==> config.mk <==
export PLATFORM = sky130hd
export DESIGN_NAME = moded_regfile
export DESIGN_NICKNAME = d
export VERILOG_FILES = /design/src/rtl/rf_pkg.sv /design/src/rtl/rf_status_ctrl.sv /design/src/rtl/rf_gpr_bank.sv /design/src/rtl/moded_regfile.sv
export SDC_FILE = /design/constraint.sdc
export NUM_CORES = 2
export LEC_CHECK = 0
export BUFFER_PORTS_ARGS = -buffer_cell sky130_fd_sc_hd__buf_4
export CORE_ASPECT_RATIO = 0.8
export CORE_MARGIN = 4
export CORE_UTILIZATION = 35
export DETAILED_ROUTE_END_ITERATION = 16
export PLACE_DENSITY = 0.5
export SYNTH_ARGS = -nofsm -noshare
export SYNTH_HDL_FRONTEND = slang
export SYNTH_SLANG_ARGS = --single-unit
==> constraint.sdc <==
create_clock -name clk -period 16.88 [get_ports clk]
set_clock_uncertainty 0.1 [all_clocks]
set_input_delay 2.532 -clock clk [delete_from_list [all_inputs] [get_ports clk]]
set_output_delay 2.532 -clock clk [all_outputs]
set_load 0.005 [all_outputs]
==> src/rtl/rf_pkg.sv <==
package rf_pkg;

    typedef enum logic [4:0] {
        MODE_USR = 5'b10000,
        MODE_FIQ = 5'b10001,
        MODE_IRQ = 5'b10010,
        MODE_SVC = 5'b10011,
        MODE_ABT = 5'b10111,
        MODE_UND = 5'b11011,
        MODE_SYS = 5'b11111
    } mode_e;

    localparam int NUM_LOGICAL  = 16;
    localparam int NUM_GPR_PHYS = 31;
    localparam int NUM_SAVED    = 5;
    localparam int PHYS_W       = $clog2(NUM_GPR_PHYS);
    localparam int SLOT_W       = $clog2(NUM_SAVED);

    function automatic logic mode_legal(input logic [4:0] m);
        case (m)
            MODE_USR, MODE_FIQ, MODE_IRQ, MODE_SVC,
            MODE_ABT, MODE_UND, MODE_SYS: mode_legal = 1'b1;
            default:                      mode_legal = 1'b0;
        endcase
    endfunction

    function automatic logic mode_has_saved(input logic [4:0] m);
        case (m)
            MODE_FIQ, MODE_IRQ, MODE_SVC, MODE_ABT, MODE_UND: mode_has_saved = 1'b1;
            default:                                          mode_has_saved = 1'b0;
        endcase
    endfunction

    function automatic logic [SLOT_W-1:0] saved_slot(input logic [4:0] m);
        case (m)
            MODE_FIQ: saved_slot = SLOT_W'(0);
            MODE_IRQ: saved_slot = SLOT_W'(1);
            MODE_SVC: saved_slot = SLOT_W'(2);
            MODE_ABT: saved_slot = SLOT_W'(3);
            default:  saved_slot = SLOT_W'(4);
        endcase
    endfunction

    // Physical layout: 0..15 shared, 16..22 fiq r8..r14,
    // 23/24 irq, 25/26 svc, 27/28 abt, 29/30 und (r13, r14).
    function automatic logic [PHYS_W-1:0] phys_map(input logic [4:0] m, input logic [3:0] r);
        logic [PHYS_W-1:0] base;
        logic              hi;
        phys_map = {1'b0, r};
        hi       = (r == 4'd14);
        base     = '0;
        if (m == MODE_FIQ && r >= 4'd8 && r <= 4'd14) begin
            phys_map = PHYS_W'(16) + {1'b0, r} - PHYS_W'(8);
        end else if (r == 4'd13 || r == 4'd14) begin
            case (m)
                MODE_IRQ: base = PHYS_W'(23);
                MODE_SVC: base = PHYS_W'(25);
                MODE_ABT: base = PHYS_W'(27);
                MODE_UND: base = PHYS_W'(29);
                default:  base = {1'b0, r} - PHYS_W'(hi);
            endcase
            phys_map = base + PHYS_W'(hi);
        end
    endfunction

endpackage

==> src/rtl/rf_status_ctrl.sv <==
module rf_status_ctrl
    import rf_pkg::*;
#(
    parameter int XLEN = 32
) (
    input  logic            clk,
    input  logic            rst_n,
    input  logic            exc_req,
    input  logic [4:0]      exc_mode,
    input  logic            ret_req,
    input  logic            sw_en,
    input  logic [XLEN-1:0] sw_data,
    output logic [4:0]      mode,
    output logic            exc_take,
    output logic [XLEN-1:0] cpsr,
    output logic [XLEN-1:0] spsr_view
);

    localparam int PAD_W = XLEN - 12;

    mode_e           mode_q, mode_n;
    logic [3:0]      flags_q, flags_n;
    logic            ibit_q, ibit_n, fbit_q, fbit_n, tbit_q, tbit_n;
    logic [XLEN-1:0] saved_q [NUM_SAVED];
    logic            ret_take, sw_take;
    logic [XLEN-1:0] ret_src;

    assign exc_take = exc_req && mode_has_saved(exc_mode);
    assign ret_take = !exc_take && ret_req && mode_has_saved(mode_q);
    assign sw_take  = !exc_take && !ret_take && sw_en;
    assign ret_src  = saved_q[saved_slot(mode_q)];

    // next-state logic: ENTER, RESTORE, PROGRAM
    always_comb begin
        mode_n  = mode_q;
        flags_n = flags_q;
        ibit_n  = ibit_q;
        fbit_n  = fbit_q;
        tbit_n  = tbit_q;
        if (exc_take) begin
            mode_n = mode_e'(exc_mode);
            ibit_n = 1'b1;
            fbit_n = fbit_q | (exc_mode == MODE_FIQ);
            tbit_n = 1'b0;
        end else if (ret_take) begin
            flags_n = ret_src[XLEN-1 -: 4];
            ibit_n  = ret_src[7];
            fbit_n  = ret_src[6];
            tbit_n  = ret_src[5];
            if (mode_legal(ret_src[4:0])) mode_n = mode_e'(ret_src[4:0]);
        end else if (sw_take) begin
            flags_n = sw_data[XLEN-1 -: 4];
            unique case (mode_q)
                MODE_USR: ;
                MODE_FIQ, MODE_IRQ, MODE_SVC, MODE_ABT, MODE_UND, MODE_SYS: begin
                    ibit_n = sw_data[7];
                    fbit_n = sw_data[6];
                    tbit_n = sw_data[5];
                    if (mode_legal(sw_data[4:0])) mode_n = mode_e'(sw_data[4:0]);
                end
                default: ;
            endcase
        end
    end

    // state register
    always_ff @(posedge clk) begin
        if (!rst_n) begin
            mode_q  <= MODE_SVC;
            flags_q <= '0;
            ibit_q  <= 1'b1;
            fbit_q  <= 1'b1;
            tbit_q  <= 1'b0;
            for (int k = 0; k < NUM_SAVED; k++) saved_q[k] <= '0;
        end else begin
            mode_q  <= mode_n;
            flags_q <= flags_n;
            ibit_q  <= ibit_n;
            fbit_q  <= fbit_n;
            tbit_q  <= tbit_n;
            if (exc_take) saved_q[saved_slot(exc_mode)] <= cpsr;
        end
    end

    // outputs
    always_comb begin
        cpsr = {flags_q, {PAD_W{1'b0}}, ibit_q, fbit_q, tbit_q, mode_q};
        mode = mode_q;
        unique case (mode_q)
            MODE_FIQ, MODE_IRQ, MODE_SVC,
            MODE_ABT, MODE_UND:           spsr_view = saved_q[saved_slot(mode_q)];
            MODE_USR, MODE_SYS:           spsr_view = '0;
            default:                      spsr_view = '0;
        endcase
    end

    p_exc_saves_r5: assert property (@(posedge clk) disable iff (!rst_n)
        exc_take |=> spsr_view == $past(cpsr));

    p_exc_mode_r5: assert property (@(posedge clk) disable iff (!rst_n)
        (exc_req && mode_has_saved(exc_mode)) |=> (cpsr[4:0] == $past(exc_mode)) && cpsr[7] && !cpsr[5]);

    p_ret_restore_r6: assert property (@(posedge clk) disable iff (!rst_n)
        (ret_req && !exc_req && mode_has_saved(cpsr[4:0])) |=> cpsr == $past(spsr_view));

    p_user_ctrl_r8: assert property (@(posedge clk) disable iff (!rst_n)
        (sw_en && !exc_req && !ret_req && cpsr[4:0] == MODE_USR) |=> cpsr[7:0] == $past(cpsr[7:0]));

    p_mode_legal_r7: assert property (@(posedge clk) disable iff (!rst_n)
        mode_legal(cpsr[4:0]));

    p_user_no_saved_r9: assert property (@(posedge clk) disable iff (!rst_n)
        (cpsr[4:0] == MODE_USR || cpsr[4:0] == MODE_SYS) |-> spsr_view == '0);

endmodule

==> src/rtl/rf_gpr_bank.sv <==
module rf_gpr_bank
    import rf_pkg::*;
#(
    parameter int XLEN = 32,
    parameter int NRD  = 2
) (
    input  logic                     clk,
    input  logic                     rst_n,
    input  logic [4:0]               mode,
    input  logic [NRD-1:0][3:0]      rd_idx,
    output logic [NRD-1:0][XLEN-1:0] rd_data,
    input  logic                     wr_en,
    input  logic [3:0]               wr_idx,
    input  logic [XLEN-1:0]          wr_data,
    input  logic                     exc_wr_en,
    input  logic [4:0]               exc_wr_mode,
    input  logic [XLEN-1:0]          exc_wr_data
);

    localparam int DEPTH = 1 << PHYS_W;

    logic [XLEN-1:0]   regs [DEPTH];
    logic [PHYS_W-1:0] wr_phys, exc_phys;

    assign wr_phys  = phys_map(mode, wr_idx);
    assign exc_phys = phys_map(exc_wr_mode, 4'd14);

    // exception link write lands after the port write, so it wins on a clash
    always_ff @(posedge clk) begin
        if (!rst_n) begin
            for (int k = 0; k < DEPTH; k++) regs[k] <= '0;
        end else begin
            if (wr_en)     regs[wr_phys]  <= wr_data;
            if (exc_wr_en) regs[exc_phys] <= exc_wr_data;
        end
    end

    for (genvar g = 0; g < NRD; g++) begin : g_rd
        logic [PHYS_W-1:0] rd_phys;
        assign rd_phys = phys_map(mode, rd_idx[g]);
        always_comb begin
            if (wr_en && wr_phys == rd_phys) rd_data[g] = wr_data;
            else                             rd_data[g] = regs[rd_phys];
        end
    end

    p_bank_range_r3: assert property (@(posedge clk) disable iff (!rst_n)
        wr_en |-> int'(wr_phys) < NUM_GPR_PHYS);

endmodule

==> src/rtl/moded_regfile.sv <==
module moded_regfile
    import rf_pkg::*;
#(
    parameter int XLEN = 32
) (
    input  logic            clk,
    input  logic            rst_n,
    input  logic [3:0]      rd_a_idx,
    input  logic [3:0]      rd_b_idx,
    input  logic            wr_en,
    input  logic [3:0]      wr_idx,
    input  logic [XLEN-1:0] wr_data,
    input  logic            exc_req,
    input  logic [4:0]      exc_mode,
    input  logic [XLEN-1:0] exc_ret_addr,
    input  logic            ret_req,
    input  logic            sw_en,
    input  logic [XLEN-1:0] sw_data,
    output logic [XLEN-1:0] rd_a_data,
    output logic [XLEN-1:0] rd_b_data,
    output logic [XLEN-1:0] cur_status,
    output logic [XLEN-1:0] saved_status
);

    localparam int NRD = 2;

    logic [4:0]               cur_mode;
    logic                     exc_take;
    logic [NRD-1:0][3:0]      rd_idx;
    logic [NRD-1:0][XLEN-1:0] rd_data;

    assign rd_idx    = {rd_b_idx, rd_a_idx};
    assign rd_a_data = rd_data[0];
    assign rd_b_data = rd_data[1];

    rf_status_ctrl #(.XLEN(XLEN)) u_status (
        .clk       (clk),
        .rst_n     (rst_n),
        .exc_req   (exc_req),
        .exc_mode  (exc_mode),
        .ret_req   (ret_req),
        .sw_en     (sw_en),
        .sw_data   (sw_data),
        .mode      (cur_mode),
        .exc_take  (exc_take),
        .cpsr      (cur_status),
        .spsr_view (saved_status)
    );

    rf_gpr_bank #(.XLEN(XLEN), .NRD(NRD)) u_bank (
        .clk         (clk),
        .rst_n       (rst_n),
        .mode        (cur_mode),
        .rd_idx      (rd_idx),
        .rd_data     (rd_data),
        .wr_en       (wr_en),
        .wr_idx      (wr_idx),
        .wr_data     (wr_data),
        .exc_wr_en   (exc_take),
        .exc_wr_mode (exc_mode),
        .exc_wr_data (exc_ret_addr)
    );

    p_reset_svc_r1: assert property (@(posedge clk)
        !rst_n |=> cur_status == 32'h0000_00D3);

endmodule

==> Word level (Yosys, flattened, before mapping) <==
Memories as Yosys holds them, arrays and structs flattened.
Index checks and enable logic that the tools add are counted.
{ "word_totals": {"register_bits": 12, "ramBits": 1084, "input_bits": 119, "output_inout_bits": 128, "memories": 2} }
{ "memory_table": {"columns": ["name", "words", "width", "read_ports", "rd_clocked_by_memory_dff", "wr", "line_no", "source"], "rows": [
  ["u_bank.regs", 32, 32, 2, 0, 32, "rf_gpr_bank.sv:22", "logic [XLEN-1:0] regs [DEPTH];"],
  ["u_status.saved_q", 5, 12, 1, 0, 5, "rf_status_ctrl.sv:24", "logic [XLEN-1:0] saved_q [NUM_SAVED];"]
]} }
{ "op_classes": {"addsub": 13, "order_cmp": 6, "n_eq_ne": 34, "muxes": 69, "bitwise": 3, "reduce_logical": 36} }
{ "op_table": {"columns": ["cell", "count"], "rows": [
  ["$mux 32", 5],
  ["$eq 5x5->1 const B", 25],
  ["$mux 5", 22],
  ["$pmux 5 s4", 4],
  ["$reduce_or 32->1", 2],
  ["$mux 1", 30],
  ["$eq 4x4->1 const B", 6],
  ["$pmux 3 s4", 2],
  ["$add 5x1->5", 3],
  ["$add 5x4->5 const A", 3],
  ["$sub 4x1->5", 3],
  ["$sub 5x4->5 const B", 3],
  ["$reduce_or 7->1", 2],
  ["$logic_and 1x1->1", 13],
  ["$ge 4x4->1 const B", 3],
  ["$le 4x4->1 const B", 3],
  ["$mux 12", 1],
  ["$reduce_or 12->1", 1],
  ["$eq 5x5->1", 2],
  ["$reduce_or 5->1", 2],
  ["$mux 3", 3],
  ["$reduce_bool 3->1", 3],
  ["$mux 4", 2],
  ["$reduce_and 2->1", 3],
  ["other kinds (10)", 15]
]} }

==> Depth between registers and ports, before layout <==
{ "depth": {"ltp_word": 18, "ltp_mapped": 18, "ltp_nobuf": 14} }

==> Modules after synthesis <==
A second synthesis with hierarchy kept.
{ "unflattened": {"cells_unflattened": 5286, "area_unflattened_um2": 64488.1} }
{ "by_module_without_submodules": {"columns": ["module", "n_inst", "cells_each", "area_per_inst_um2", "seq_area_each_um2"], "rows": [
  ["rf_gpr_bank", 1, 4884, 60255.3, 30749.5],
  ["rf_status_ctrl", 1, 402, 4232.8, 2042.0]
]} }

==> Worst setup path after synthesis <==
OpenSTA, ideal clock, no wires.
{ "synth_timing": {"path_type": "input to output", "start": "input rd_b_idx[0]", "end": "output rd_b_data[0]", "arrival_time_ns": 6.607, "path_slack_ns": 7.641, "cell_stages": 18, "path_buffers": 5, "path_cell_list": "clkbuf_1 -> inv_2 -> clkbuf_1 -> clkbuf_1 -> ha_1 -> ha_1 -> and3b_1 -> a211oi_2 -> ha_1 -> nand4_1 -> o211ai_1 -> clkbuf_1 -> clkbuf_1 -> mux4_2 -> mux2i_1 -> nand3_1 -> nand4_1 -> mux2i_1"} }
{ "synth_between": {"elab_chain_cells": 11} }
{ "synth_lines": {"columns": ["item", "line_no", "source"], "rows": [
  ["from (decl)", "moded_regfile.sv:9", "input logic [3:0] rd_b_idx,"],
  ["$eq 4x4->1", "rf_pkg.sv:50, rf_pkg.sv:54", null],
  ["$sub 4x1->5", "rf_pkg.sv:60", "default: base = {1'b0, r} - PHYS_W'(hi);"],
  ["$pmux 5 s4", "rf_pkg.sv:55", "case (m)"],
  ["$mux 5", "rf_pkg.sv:54", "end else if (r == 4'd13 || r == 4'd14) begin"],
  ["$mux 5", "rf_pkg.sv:52", "if (m == MODE_FIQ && r >= 4'd8 && r <= 4'd14) begin"],
  ["$add 5x1->5", "rf_pkg.sv:62", "phys_map = base + PHYS_W'(hi);"],
  ["$mux 5", "rf_pkg.sv:54", null],
  ["$mux 5 *", "rf_pkg.sv:52", null],
  ["parallel branches: the longest is 2 deep, another holds $mem_v2 32x32", null, null],
  ["$mux 32 *", "rf_gpr_bank.sv:42", "if (wr_en && wr_phys == rd_phys) rd_data[g] = wr_data;"],
  ["to (decl)", "moded_regfile.sv:20", "output logic [XLEN-1:0] rd_b_data,"]
]} }
Mark *: on every way between the ends. The select of a mux whose other input is x is not followed.

==> Worst setup path in the final report <==
{ "layout_timing": {"start": "input rd_b_idx[0]", "end": "output rd_b_data[15]"} }
The elaborated chain is that of the path after synthesis.

==> impl_metrics.json <==
{
  "sequentialPowerShare_pct": 38.2,
  "vias_per_cell": 6.411,
  "wire_per_inst_um": 34.25,
  "cts_sinks": 1096,
  "die_h_um": 382.7,
  "cts.path.max_buffers": 3,
  "nets": 4539,
  "grt_pass1_vias": 42130,
  "final_common_cell": "edfxtp_1",
  "worst-slew-pin-transition_ps": 1150,
  "period_needed_ps": 11110,
  "synth-edff-count": 1084,
  "synth-compound-area-share_pct": 5.483,
  "core.rowCount": 137,
  "yosysTopAreaCellShare_pct": 52.99,
  "critPathCaptureType": "output port",
  "ys_warn_count": 0,
  "antenna_found_initial": 24,
  "dr.pass1.iters": 5,
  "finalSetupViolCount": 0,
  "grt_max_degree": 135,
  "cts_buffers": 130,
  "yosys.cell_types.count": 89,
  "synthXorXnorAreaFrac_pct": 0.2566,
  "cts_resized": 0,
  "cts_tree": "done",
  "drive_gt1_share_pct": 24.66,
  "drtIter0Drc": 5224,
  "fmax_ghz": 0.09000,
  "drv_cap": 0,
  "combPwrFrac_pct": 28.9,
  "crit_fanout": 63,
  "coreArea_sq_mm": 0.1743,
  "synth_seq_cells": 1096,
  "hp-class": "reg -> reg",
  "cts_root_buf": "clkbuf_16",
  "synthAdderAreaFrac_pct": 0.2526,
  "gp_congestion": 0.8518,
  "io_pins": 247,
  "clkTransAtPathRegs_ps": 60,
  "die_area_sq_mm": 0.1823,
  "fin_tns_setup_ps": 0,
  "vias": 43690,
  "syn-cell-area_sq_mm": 0.06143,
  "cts_max_level": 4,
  "rsz0062_at_grt": "no",
  "syn_to_final_growth_pct": 12.11,
  "synth_mux_area_share_pct": 22.18,
  "ant_nets": 0,
  "grt_use_total_pct": 24.90,
  "die_width_um": 476.4,
  "fill_cells": 16250,
  "preCtsSetupSlack_ps": 5653,
  "cp-start-kind": "input pin",
  "synth_flop_cell": "edfxtp_1",
  "slew_violations": 0,
  "clockPowerShare_pct": 32.9,
  "place_hpwl_um": 143600,
  "ys_seq_area_share_pct": 53.38,
  "utilization_pct": 39.51,
  "arrival_ps": 8480,
  "synth.avg_cell_area_sq_um": 13.42,
  "status": "completed",
  "cp.required_ps": 14250,
  "slew_headroom_pct": 23.31,
  "post-route-period-util_pct": 65.82,
  "yosys.area_share.simple_pct": 13.53,
  "reg2reg_slack_ps": 11100,
  "p_leak_nw": 22.82,
  "placed_area_sq_mm": 0.06478,
  "numPlacedInstances": 6571,
  "fin_ws_ps": 5769,
  "synthCells": 4579,
  "postCtsSetupBuffers": 0,
  "p_sw_w": 0.002823,
  "drc": 0,
  "mostFrequentLayoutCells": "edfxtp_1, nor3_1, mux4_2, buf_4, nand2_1",
  "synth_area_leader_cell": "edfxtp_1",
  "synth_top_family_by_area": "multiplexers",
  "critPathKind": "in -> out",
  "swShare_pct": 33.82,
  "hold_viol": 0,
  "grt_pass1_wl_um": 328000,
  "initial_core_util_pct": 35.24,
  "clock_latency_ps": 750,
  "p_int_w": 0.005525,
  "cts_hold_buffers": 0,
  "powerDensity_mw_per_mm2": 121.2,
  "fin_area_sq_mm": 0.06887,
  "stdcell_count": 6816,
  "wirelength_um": 233500,
  "port_buffers": 186,
  "peakVddDrop_uv": 96.68,
  "ys_async_sr_fraction_pct": 0,
  "yosys-top-cells-area": "edfxtp_1, mux4_2, nor3_1",
  "gr-total-overflow": 0
}
-- worst paths after layout --
path,from,endpoint,cells after the start
worst max-delay path,rd_b_idx[0],rd_b_data[15],17
worst min-delay path,u_status.flags_q[3],u_status.flags_q[3],2
worst max register to register,u_status.mode[2],u_bank.regs[26][2],11
worst min register to register,u_status.flags_q[3],u_status.flags_q[3],2
-- critical path, stage by stage --
cell      delay (ps)
buf_4            170
inv_8            530
ha_1             290
ha_1             250
and3b_1          180
a211oi_2         240
ha_1             230
nor3b_1           70
o41ai_2          380
buf_4            620
buf_4            750
buf_4            790
mux2i_1          210
nand3_1          130
nand4_1          140
mux2i_1          600
buf_4            230
-- sequential cells by signal (all words and copies together), names as in the netlist --
name	cells
u_bank.regs	1024
u_status.mode	5
u_status.fbit_q	1
u_status.saved_q	60
u_status.tbit_q	1
u_status.ibit_q	1
u_status.flags_q	4
-- cell type report --
type / count / area [sq um] / share of cell area, %
Clock inverter: 75 / 618.1 / 0.8974
Clock buffer: 160 / 3451 / 5.010
Tap cell: 2293 / 2869 / 4.166
Sequential cell: 1096 / 32790 / 47.61
Inverter: 45 / 183.9 / 0.2670
Timing Repair Buffer: 333 / 2600 / 3.775
Antenna cell: 10 / 25.02 / 0.03633
Multi-Input combinational cell: 2804 / 26340 / 38.24
-- Yosys cell counts, drive strengths merged (5+ instances only) --
cell type  number
nand3b          7
a22o          256
nand3         149
o211ai          6
a2111oi         5
mux4          512
and3           39
nor2b          13
nand4         200
xor2            6
inv            13
a211oi         12
ha             10
nor4          102
a31oi           6
clkbuf        462
and2           59
clkinv         32
nand2b          5
o21ai          47
o31ai           8
a21boi          8
nor2           42
buf           211
o22ai           5
a21oi          16
xnor2          12
edfxtp       1084
nor3          662
mux2i         206
o211a           5
nand2         293
dfxtp          12
nor3b           5
-- power groups by stage --
stage / clock network, W / logic, W / registers (W)
after floorplan: 0 / 0.00137 / 0.00321
after global placement: 0 / 0.00238 / 0.00323
after detailed placement: 0 / 0.00239 / 0.00324
after CTS: 0.00279 / 0.00239 / 0.00318
after global routing: 0.00290 / 0.00252 / 0.00320
final: 0.00275 / 0.00241 / 0.00319
-- per-layer routing --
metal	up-vias	wire [um]	track usage, %
met5	-	89	0
met4	12	5232	6.131
met3	312	27340	8.179
met2	2290	104000	37.29
met1	23030	96820	35.02
li1	18050	-	-
-- kinds of logic after synthesis --
logic type	count (synthesis)
AOI/OAI and AO/OA	414
and+or+nand+nor	1598
xor gates and xnor gates	18
buffers and inverters	718
other	1
DFF	1096
adders and majority gates	13
muxes	721
-- stage by stage --
step           power, W  hold slack, ps
2_1_floorplan  0.004580           449.6
3_3_place_gp   0.005618           530.9
3_5_place_dp   0.005627           545.2
4_1_cts        0.008360           553.3
5_1_grt        0.008622           607.6
6_report       0.008349           560.1
(Power assumes the default switching activity.)
